===== config.mk =====
export PLATFORM = sky130hd
export DESIGN_NAME = bklt_pwm
export DESIGN_NICKNAME = d
export VERILOG_FILES = /design/src/rtl/bklt_pwm_pkg.sv /design/src/rtl/bklt_pwm_regs.sv /design/src/rtl/bklt_pwm_prescale.sv /design/src/rtl/bklt_pwm_period.sv /design/src/rtl/bklt_pwm.sv
export SDC_FILE = /design/constraint.sdc
export NUM_CORES = 1
export LEC_CHECK = 0
export ABC_AREA = 1
export BUFFER_PORTS_ARGS = -buffer_cell sky130_fd_sc_hd__buf_2
export CAP_MARGIN = 15
export CORE_MARGIN = 4
export CORE_UTILIZATION = 50
export DETAILED_ROUTE_END_ITERATION = 6
export GPL_TIMING_DRIVEN = 0
export PLACE_DENSITY = 0.7
export REMOVE_ABC_BUFFERS = 1
export SYNTH_ARGS = -nofsm -noshare
export SYNTH_HDL_FRONTEND = slang
export SYNTH_HIERARCHICAL = 1
export SYNTH_SLANG_ARGS = --single-unit

===== constraint.sdc =====
create_clock -name clk -period 2.6 [get_ports clk]
set_input_delay 0.13 -clock clk [delete_from_list [all_inputs] [get_ports clk]]
set_output_delay 0.13 -clock clk [all_outputs]
set_load 0.02 [all_outputs]

===== src/rtl/bklt_pwm_pkg.sv =====
package bklt_pwm_pkg;
   localparam logic [7:0] OFS_ENABLE = 8'h00;
   localparam logic [7:0] OFS_CTRL0  = 8'h04;
   localparam logic [7:0] OFS_CTRL1  = 8'h08;
   localparam logic [7:0] OFS_COMMIT = 8'h0C;
   localparam logic [7:0] OFS_MODE   = 8'h10;

   localparam logic [1:0] MODE_DIRECT = 2'b11;

   typedef enum logic [2:0] {
      SEL_NONE,
      SEL_ENABLE,
      SEL_CTRL0,
      SEL_CTRL1,
      SEL_COMMIT,
      SEL_MODE
   } reg_sel_e;
endpackage


===== src/rtl/bklt_pwm_regs.sv =====
module bklt_pwm_regs
   import bklt_pwm_pkg::*;
#(
   parameter int ADDR_W   = 5,
   parameter int DIV_W    = 10,
   parameter int PER_W    = 12,
   parameter int HIGH_W   = 13,
   parameter int DIV_LSB  = 16,
   parameter int PER_LSB  = 0,
   parameter int HIGH_LSB = 16
) (
   input  logic              clk,
   input  logic              rst_n,
   input  logic [ADDR_W-1:0] reg_addr,
   input  logic              reg_we,
   input  logic [31:0]       reg_wdata,
   input  logic              boundary,
   output logic              en_q,
   output logic [1:0]        mode_q,
   output logic              pending_q,
   output logic [DIV_W-1:0]  work_div,
   output logic [PER_W-1:0]  work_per,
   output logic [HIGH_W-1:0] work_high,
   output logic [31:0]       reg_rdata
);
   reg_sel_e          sel;
   logic              commit_q;
   logic [DIV_W-1:0]  sh_div;
   logic [PER_W-1:0]  sh_per;
   logic [HIGH_W-1:0] sh_high;
   logic              direct;
   logic              wr_en, wr_c0, wr_c1, wr_commit, wr_mode;
   logic              load;
   logic [DIV_W-1:0]  new_div;
   logic [PER_W-1:0]  new_per;
   logic [HIGH_W-1:0] new_high;

   always_comb begin
      sel = SEL_NONE;
      if      (reg_addr == ADDR_W'(OFS_ENABLE)) sel = SEL_ENABLE;
      else if (reg_addr == ADDR_W'(OFS_CTRL0))  sel = SEL_CTRL0;
      else if (reg_addr == ADDR_W'(OFS_CTRL1))  sel = SEL_CTRL1;
      else if (reg_addr == ADDR_W'(OFS_COMMIT)) sel = SEL_COMMIT;
      else if (reg_addr == ADDR_W'(OFS_MODE))   sel = SEL_MODE;
   end

   assign direct    = (mode_q == MODE_DIRECT);
   assign wr_en     = reg_we && (sel == SEL_ENABLE);
   assign wr_c0     = reg_we && (sel == SEL_CTRL0);
   assign wr_c1     = reg_we && (sel == SEL_CTRL1);
   assign wr_commit = reg_we && (sel == SEL_COMMIT);
   assign wr_mode   = reg_we && (sel == SEL_MODE);
   assign new_div   = reg_wdata[DIV_LSB  +: DIV_W];
   assign new_per   = reg_wdata[PER_LSB  +: PER_W];
   assign new_high  = reg_wdata[HIGH_LSB +: HIGH_W];

   // A committed update waits for a period boundary unless the output is idle.
   assign load = pending_q && (boundary || !en_q);

   always_ff @(posedge clk) begin
      if (!rst_n) begin
         en_q      <= 1'b0;
         mode_q    <= '0;
         commit_q  <= 1'b0;
         pending_q <= 1'b0;
         sh_div    <= '0;
         sh_per    <= '0;
         sh_high   <= '0;
         work_div  <= '0;
         work_per  <= '0;
         work_high <= '0;
      end else begin
         if (wr_en)   en_q   <= reg_wdata[0];
         if (wr_mode) mode_q <= reg_wdata[1:0];
         if (load) begin
            work_div  <= sh_div;
            work_per  <= sh_per;
            work_high <= sh_high;
            pending_q <= 1'b0;
         end
         if (wr_commit) begin
            commit_q <= reg_wdata[0];
            if (commit_q && !reg_wdata[0]) pending_q <= 1'b1;
         end
         if (wr_c0) begin
            sh_div <= new_div;
            if (direct) work_div <= new_div;
         end
         if (wr_c1) begin
            sh_per  <= new_per;
            sh_high <= new_high;
            if (direct) begin
               work_per  <= new_per;
               work_high <= new_high;
            end
         end
      end
   end

   always_comb begin
      reg_rdata = '0;
      case (sel)
         SEL_ENABLE: reg_rdata[0] = en_q;
         SEL_CTRL0:  reg_rdata[DIV_LSB +: DIV_W] = work_div;
         SEL_CTRL1: begin
            reg_rdata[PER_LSB  +: PER_W]  = work_per;
            reg_rdata[HIGH_LSB +: HIGH_W] = work_high;
         end
         SEL_COMMIT: reg_rdata[0]   = commit_q;
         SEL_MODE:   reg_rdata[1:0] = mode_q;
         default:    reg_rdata = '0;
      endcase
   end
endmodule


===== src/rtl/bklt_pwm_prescale.sv =====
module bklt_pwm_prescale #(
   parameter int DIV_W = 10
) (
   input  logic             clk,
   input  logic             rst_n,
   input  logic             en,
   input  logic [DIV_W-1:0] limit,
   output logic             tick,
   output logic [DIV_W-1:0] count
);
   // The comparison uses >= so that a divider lowered mid-count still wraps.
   assign tick = en && (count >= limit);

   always_ff @(posedge clk) begin
      if (!rst_n || !en) count <= '0;
      else if (tick)     count <= '0;
      else               count <= count + 1'b1;
   end
endmodule


===== src/rtl/bklt_pwm_period.sv =====
module bklt_pwm_period #(
   parameter int PER_W  = 12,
   parameter int HIGH_W = 13
) (
   input  logic              clk,
   input  logic              rst_n,
   input  logic              en,
   input  logic              tick,
   input  logic [PER_W-1:0]  work_per,
   input  logic [HIGH_W-1:0] work_high,
   output logic [PER_W-1:0]  count,
   output logic              boundary,
   output logic              pwm_raw
);
   localparam int CMP_W = ((PER_W > HIGH_W) ? PER_W : HIGH_W) + 1;

   assign boundary = tick && (count >= work_per);
   assign pwm_raw  = en && (CMP_W'(count) < CMP_W'(work_high));

   always_ff @(posedge clk) begin
      if (!rst_n || !en) count <= '0;
      else if (boundary) count <= '0;
      else if (tick)     count <= count + 1'b1;
   end
endmodule


===== src/rtl/bklt_pwm.sv =====
module bklt_pwm #(
   parameter int ADDR_W  = 5,
   parameter int DIV_W   = 10,
   parameter int PER_W   = 12,
   parameter int HIGH_W  = 13,
   parameter bit OUT_REG = 1'b0
) (
   input  logic              clk,
   input  logic              rst_n,
   input  logic [ADDR_W-1:0] reg_addr,
   input  logic              reg_we,
   input  logic [31:0]       reg_wdata,
   output logic [31:0]       reg_rdata,
   output logic              pwm_out
);
   localparam int DIV_LSB  = 16;
   localparam int PER_LSB  = 0;
   localparam int HIGH_LSB = 16;

   if (ADDR_W < 5 || ADDR_W > 8) begin : g_bad_addr
      $error("ADDR_W must lie in 5..8");
   end
   if (DIV_W < 1 || DIV_LSB + DIV_W > 32) begin : g_bad_div
      $error("divider field does not fit control 0");
   end
   if (PER_W < 1 || PER_LSB + PER_W > HIGH_LSB) begin : g_bad_per
      $error("period field overlaps the high-width field");
   end
   if (HIGH_W < 1 || HIGH_LSB + HIGH_W > 32) begin : g_bad_high
      $error("high-width field does not fit control 1");
   end

   logic              en_q;
   logic [1:0]        mode_q;
   logic              pending_q;
   logic [DIV_W-1:0]  work_div;
   logic [PER_W-1:0]  work_per;
   logic [HIGH_W-1:0] work_high;
   logic              tick;
   logic              boundary;
   logic [DIV_W-1:0]  cnt_pre;
   logic [PER_W-1:0]  cnt_per;
   logic              pwm_raw;

   bklt_pwm_regs #(
      .ADDR_W(ADDR_W), .DIV_W(DIV_W), .PER_W(PER_W), .HIGH_W(HIGH_W),
      .DIV_LSB(DIV_LSB), .PER_LSB(PER_LSB), .HIGH_LSB(HIGH_LSB)
   ) u_regs (
      .clk(clk), .rst_n(rst_n), .reg_addr(reg_addr), .reg_we(reg_we),
      .reg_wdata(reg_wdata), .boundary(boundary), .en_q(en_q),
      .mode_q(mode_q), .pending_q(pending_q), .work_div(work_div),
      .work_per(work_per), .work_high(work_high), .reg_rdata(reg_rdata)
   );

   bklt_pwm_prescale #(.DIV_W(DIV_W)) u_pre (
      .clk(clk), .rst_n(rst_n), .en(en_q), .limit(work_div),
      .tick(tick), .count(cnt_pre)
   );

   bklt_pwm_period #(.PER_W(PER_W), .HIGH_W(HIGH_W)) u_per (
      .clk(clk), .rst_n(rst_n), .en(en_q), .tick(tick),
      .work_per(work_per), .work_high(work_high), .count(cnt_per),
      .boundary(boundary), .pwm_raw(pwm_raw)
   );

   if (OUT_REG) begin : g_out_reg
      logic pwm_q;
      always_ff @(posedge clk) begin
         if (!rst_n) pwm_q <= 1'b0;
         else        pwm_q <= pwm_raw;
      end
      assign pwm_out = pwm_q;
   end else begin : g_out_comb
      assign pwm_out = pwm_raw;
   end
endmodule


### After elaboration in Yosys (flattened, before gate mapping)

Index checks and enable logic that the tools add are counted.

| storage, ports and cells | value |
|---|---|
| register bits after elaboration | 97 |
| input bits | 40 |
| logic and storage cells | 67 |

| operators by class | value |
|---|---|
| add/subtract/negate cells | 2 |
| magnitude comparators | 3 |
| equal/unequal tests | 10 |
| mux-type cells | 22 |
| reductions and logical operators | 18 |

Operators with widths:

| cell | count |
|---|---|
| $mux 10 | 4 |
| $mux 13 | 3 |
| $mux 12 | 3 |
| $pmux 10 s2 | 1 |
| $mux 3 | 6 |
| $lt 12x13->1 | 1 |
| $add 12x1->12 const B | 1 |
| $ge 12x12->1 | 1 |
| $add 10x1->10 const B | 1 |
| $eq 5x4->1 const B | 2 |
| $ge 10x10->1 | 1 |
| $logic_and 1x1->1 | 10 |
| $eq 3x2->1 const B | 2 |
| $eq 3x3->1 const B | 2 |
| $eq 5x3->1 const B | 1 |
| $eq 5x5->1 const B | 1 |
| $logic_not 5->1 | 1 |
| $pmux 1 s4 | 1 |
| $reduce_or 2->1 | 2 |
| $eq 3x1->1 const B | 1 |
| $logic_not 1->1 | 3 |
| $mux 1 | 3 |
| $eq 2x2->1 const B | 1 |
| $logic_or 1x1->1 | 2 |
| $pmux 1 s2 | 1 |

### Logic depth before layout (Yosys ltp)

| logic depth | value |
|---|---|
| depth after elaboration | 9 |
| gate-level depth with buffers | 22 |

### Hierarchy

The synthesis kept the hierarchy.

By module, submodules not included:

| module | times used | cells an instance | area each (um^2) |
|---|---|---|---|
| bklt_pwm_regs | 1 | 538 | 3968.8 |
| bklt_pwm_period | 1 | 176 | 1203.7 |
| bklt_pwm_prescale | 1 | 105 | 734.5 |

### Worst setup path after synthesis

OpenSTA, ideal clock, no wires.

| path | value |
|---|---|
| kind | register to register |
| start | register u_pre.count[0] |
| end | register u_regs.work_div[0] |
| data arrival time | 2081 ps |
| required time | 2487 ps |
| path slack | 407 ps |
| stages on the path, launching flop included | 22 |
| period minus slack after synthesis | 2193 ps |
| path through | dfxtp_1 -> inv_1 -> ha_1 -> inv_1 -> nand2_1 -> nand2_1 -> nand2_1 -> nand3_1 -> nand3_1 -> nand2_1 -> inv_1 -> nand2_1 -> inv_1 -> inv_1 -> nand2_1 -> nand2_1 -> buf_4 -> buf_4 -> nand2_1 -> nand2_1 -> nor2_1 -> nor2_1 |

| between the ends | value |
|---|---|
| word-level cells in the longest chain between the ends | 8 |

RTL lines:

| item | RTL line | RTL |
|---|---|---|
| start: declaration | bklt_pwm_prescale.sv:9 | `output logic [DIV_W-1:0] count` |
| start signal: assignment | bklt_pwm_prescale.sv:17 | `else count <= count + 1'b1;` |
| $ge 10x10->1 (*) | bklt_pwm_prescale.sv:12 | `assign tick = en && (count >= limit);` |
| $logic_and 1x1->1 (*) | bklt_pwm_prescale.sv:12 |  |
| net tick | bklt_pwm.sv:39 | `logic tick;` |
| $logic_and 1x1->1 (*) | bklt_pwm_period.sv:17 | `assign boundary = tick && (count >= work_per);` |
| net boundary | bklt_pwm.sv:40 | `logic boundary;` |
| $logic_or 1x1->1 (*) | bklt_pwm_regs.sv:58 | `assign load = pending_q && (boundary \|\| !en_q);` |
| $logic_and 1x1->1 (*) | bklt_pwm_regs.sv:58 |  |
| $mux 10 (*) | bklt_pwm_regs.sv:75 | `if (load) begin` |
| $mux 10 | bklt_pwm_regs.sv:87 | `if (direct) work_div <= new_div;` |
| $mux 10 (*) | bklt_pwm_regs.sv:85 | `if (wr_c0) begin` |
| end signal: assignment | bklt_pwm_regs.sv:76 | `work_div <= sh_div;` |
| end signal: assignment | bklt_pwm_regs.sv:87 |  |
| end: declaration | bklt_pwm_regs.sv:21 | `output logic [DIV_W-1:0] work_div,` |

Mark *: on every way through the listed nets, which the timed path passes. The rest lies on a longest branch.
A chain may end at the register's enable or synchronous reset.

### Final worst setup path

| path | value |
|---|---|
| start | register u_regs.work_div[9] |
| end | register u_regs.work_high[9] |

| between the ends | value |
|---|---|
| word-level cells in the longest chain between the ends | 8 |

RTL lines:

| item | RTL line | RTL |
|---|---|---|
| $ge 10x10->1 (*) | bklt_pwm_prescale.sv:12 |  |
| $logic_and 1x1->1 (*) | bklt_pwm_prescale.sv:12 |  |
| net tick | bklt_pwm.sv:39 |  |
| $logic_and 1x1->1 (*) | bklt_pwm_period.sv:17 |  |
| net boundary | bklt_pwm.sv:40 |  |
| $logic_or 1x1->1 (*) | bklt_pwm_regs.sv:58 |  |
| $logic_and 1x1->1 (*) | bklt_pwm_regs.sv:58 |  |
| $mux 13 (*) | bklt_pwm_regs.sv:75 |  |
| $mux 13 | bklt_pwm_regs.sv:92 | `if (direct) begin` |
| $mux 13 (*) | bklt_pwm_regs.sv:89 | `if (wr_c1) begin` |
| end signal: assignment | bklt_pwm_regs.sv:78 | `work_high <= sh_high;` |
| end signal: assignment | bklt_pwm_regs.sv:94 | `work_high <= new_high;` |
| end: declaration | bklt_pwm_regs.sv:23 | `output logic [HIGH_W-1:0] work_high,` |

Marked as above.

==> results by group <==
Yosys
  • Yosys warnings: 6
  • Mapped Area: 0.005907 sq mm
  • Syn avg cell area: 7.212 sq um
  • Number of synthesized flops with an enable pin: 0
  • Yosys reg bits: 97
  • Post-synth ARST share: 0%
  • Main flop type after synthesis: dfxtp_1
  • Cells after Synth: 819
  • Seq/Total Area, Yosys: 32.87%
  • Count of different cell masters after synthesis: 37

Cells and area
  • Commonest non-fill, non-tap cells in the layout: 171 x nand2_1, 128 x inv_1, 94 x dfxtp_1, 74 x nor2_1, 58 x buf_2
  • Fillers: 1056
  • Fin area: 0.006659 sq mm
  • Commonest non-fill, non-tap cell in the layout: nand2_1
  • Fin util: 58.07%
  • Area grow syn2layout: 12.73%
  • Layout cells sized above 1: 23.59%
  • Nets: 939
  • Ant diodes: 0

Pwr
  • Sw Share: 22.61%
  • Combinational share of power: 5.3%
  • LEAKAGE: 2.833 nW
  • Clock power share: 46.0%
  • Max IR drop VDD: 0.4935 mV
  • Sw power: 0.0006942 W
  • Pwr dens: 461.2 mW/mm^2
  • Int Pwr: 0.002377 W
  • Sequential power share: 48.7%

Global routing
  • Gr ovfl total: 0
  • GR Util met1: 28.48%
  • First-pass GRT wire length: 21850 um
  • Number of global-route vias before repair: 4474
  • Met2 global-route usage: 31.70%
  • M3 GR Usage: 3.368%
  • Initial antenna violation count: 0
  • Total GRT Usage: 20.25%
  • Largest net degree at the start of global routing: 44
  • Busiest grt layer: met2

Clock tree
  • CTS tree: built
  • CTS Buffer Depth: 2
  • H-tree depth: 3
  • Clock sink count: 97
  • CTS Buf Count: 9
  • Reg clk slew, reported paths: 0.07 ns
  • Root Driver: clkbuf_16
  • Worst-Skew Late Latency: 0.35 ns

Die
  • CORE AREA: 0.01147 sq mm
  • Die width: 116.7 um
  • Ports: 73
  • FP Rows: 39
  • Die area: 0.01362 sq mm
  • Initial core utilization: 51.51%
  • Die height: 116.7 um

Setup path
  • Data arrival time of the critical path: 2.71 ns
  • Crit end category: register
  • Setup crit start kind: register
  • Worst EP required: 2.88 ns
  • Crit Path Class: register to register
  • Largest stage delay on the critical path: 0.35 ns
  • Critical path fanouts, max: 16
  • Reg2reg setup slack: 0.18 ns
  • Crit path cell chain: inv_1 > ha_1 > nand2_1 > nor2_2 > nand3_1 > nand3_2 > nand2_1 > inv_2 > nand2_1 > inv_1 > inv_1 > nand2_4 > nand2_8 > buf_16 > o21ai_0 > nor2_2 > a21oi_2
  • Max stage delay cell, worst path: dfxtp_2

Flow run
  • Max cap viols: 0

Routing
  • Vias per cell: 5.073
  • Drt total wl: 13620 um
  • DRT antenna net count: 0
  • Number of remaining DRC errors: 0
  • First-pass DRT Iterations: 5
  • Routed wire per std cell: 13.46 um
  • DRT iter0 DRCs: 291
  • Routed via count: 5134

Timing
  • Max-slew headroom: 32.47%
  • Max Slew Vio Count: 0
  • Max Clock Skew: 0.007322 ns
  • Least-Margin Pin Slew: 1.009 ns
  • Hold Fails Final Rpt: 0
  • Final min period: 2.424 ns
  • Final Setup Violations: 0
  • Max Fclk: 412.5 MHz
  • Post-route clock period utilization: 93.24%

Placement
  • Dpl cell area: 0.006175 sq mm
  • Routability cong.: 0.8204
  • Hpwl dp: 9149 um
  • Port Buffers: 58

Min path
  • Hold/Removal Path Class: primary input to register

Status
  • Status: complete, no violations
[kinds of logic after synthesis]
kind of cell | after synthesis | synth area share (%)
AO/OA/AOI/OAI | 115 | 12.88
AND/OR/NAND/NOR | 379 | 30.90
flip-flops | 97 | 32.87
buffers and inverters | 176 | 13.47
multiplexers | 1 | 0.1695
other | 1 | 0.06348
XOR/XNOR | 15 | 2.224
adder cells (fa/ha/maj) | 35 | 7.414
[cell usage after synthesis, drive strengths merged (2+ instances only)]
master / instances / share of area [%]
inv: 134 / 8.5
o21ai: 31 / 2.6
nor2: 112 / 9.7
xnor2: 6 / 0.89
dfxtp: 97 / 33
nand3: 63 / 6.3
nor4: 2 / 0.21
xor2: 9 / 1.3
ha: 35 / 7.4
nand4: 7 / 1.1
nor3: 4 / 0.61
a21o: 2 / 0.25
nand2: 190 / 13
a22o: 10 / 1.5
buf: 37 / 4.6
a21oi: 72 / 8.5
clkbuf: 5 / 0.32
[state kept, by name (all words and copies together) (netlist names)]
name              flops
u_regs/sh_high       13
u_per/count          12
u_regs/commit_q       1
u_regs/en_q           1
u_regs/work_per      12
u_regs/sh_div        10
u_regs/work_high     13
u_regs/mode_q         2
u_regs/pending_q      1
u_pre/count          10
u_regs/sh_per        12
u_regs/work_div      10
[metal layers]
metal | wire length (um) | part of all wire, % | vias up
met5 | 0 | 0 | -
met4 | 191 | 1.4 | 0
met3 | 752 | 5.5 | 18
met2 | 6259 | 46 | 143
met1 | 6420 | 47 | 2330
li1 | - | - | 2643
[layout make-up]
cell class	instances	area, sq um	share of cell area (%)
Multi-Input combinational cell	553	3237	48.61
Clock inverter	6	82.58	1.240
Clock buffer	10	229.0	3.439
Inverter	134	503.0	7.554
Sequential cell	97	1946	29.22
Tap cell	143	178.9	2.687
Timing Repair Buffer	69	483.0	7.253
[power by group through the flow]
stage               combinational [W]  sequential (W)  clock, W
global placement             0.000153         0.00153         0
global route                 0.000180         0.00149   0.00151
floorplan                   0.0000843         0.00153         0
CTS                          0.000162         0.00149   0.00144
detailed placement           0.000160         0.00153         0
finish                       0.000163         0.00149   0.00141
[critical path: cells and delay by family (launching register included)]
kind                       cells  cell delay, ns
DFF                            1            0.35
buffers and inverters          5            0.49
AOI/OAI and AO/OA              2            0.31
adders and majority gates      1            0.30
and+or+nand+nor                9            0.89
[what timing repair did]
item / CTS / global route
endpoints found under the setup margin: 35 / 19
hold buffers: 0 / 0
gates resized for setup: 9 / 15
cloned: 2 / 1
buffers inserted: 2 / 4
[through the flow]
| stage | TNS (ns) | power, W | std cells | hold WS (ns) | setup WS (ns) |
|---|---|---|---|---|---|
| 6_report | 0 | 0.003071 | 1012 | 0.03886 | 0.1756 |
| 5_1_grt | -0.0007250 | 0.003184 | 1012 | 0.03692 | -0.0007250 |
| 4_1_cts | 0 | 0.003097 | 1007 | 0.02914 | 0.08874 |
| 3_5_place_dp | -21.04 | 0.001688 | 987 | 0.3976 | -0.7347 |
| 3_3_place_gp | -49.47 | 0.001682 | 984 | 0.3978 | -1.525 |
| 2_1_floorplan | -11.20 | 0.001612 | 783 | 0.2504 | -0.3812 |
[path summary, 6_finish.rpt]
| check | from | to | depth (start not counted) |
|---|---|---|---|
| hold / removal | reg_wdata[20] | u_regs/sh_div[4]$_SDFFE_PN0P_ | 3 |
| setup / recovery | u_regs/work_div[9]$_SDFF_PN0_ | u_regs/work_high[9]$_SDFF_PN0_ | 17 |
| setup reg to reg | u_regs/work_div[9]$_SDFF_PN0_ | u_regs/work_high[9]$_SDFF_PN0_ | 17 |
| hold reg to reg | u_regs/sh_high[1]$_SDFFE_PN0P_ | u_regs/sh_high[1]$_SDFFE_PN0P_ | 2 |
No activity file was read; power rests on OpenSTA's default activity.
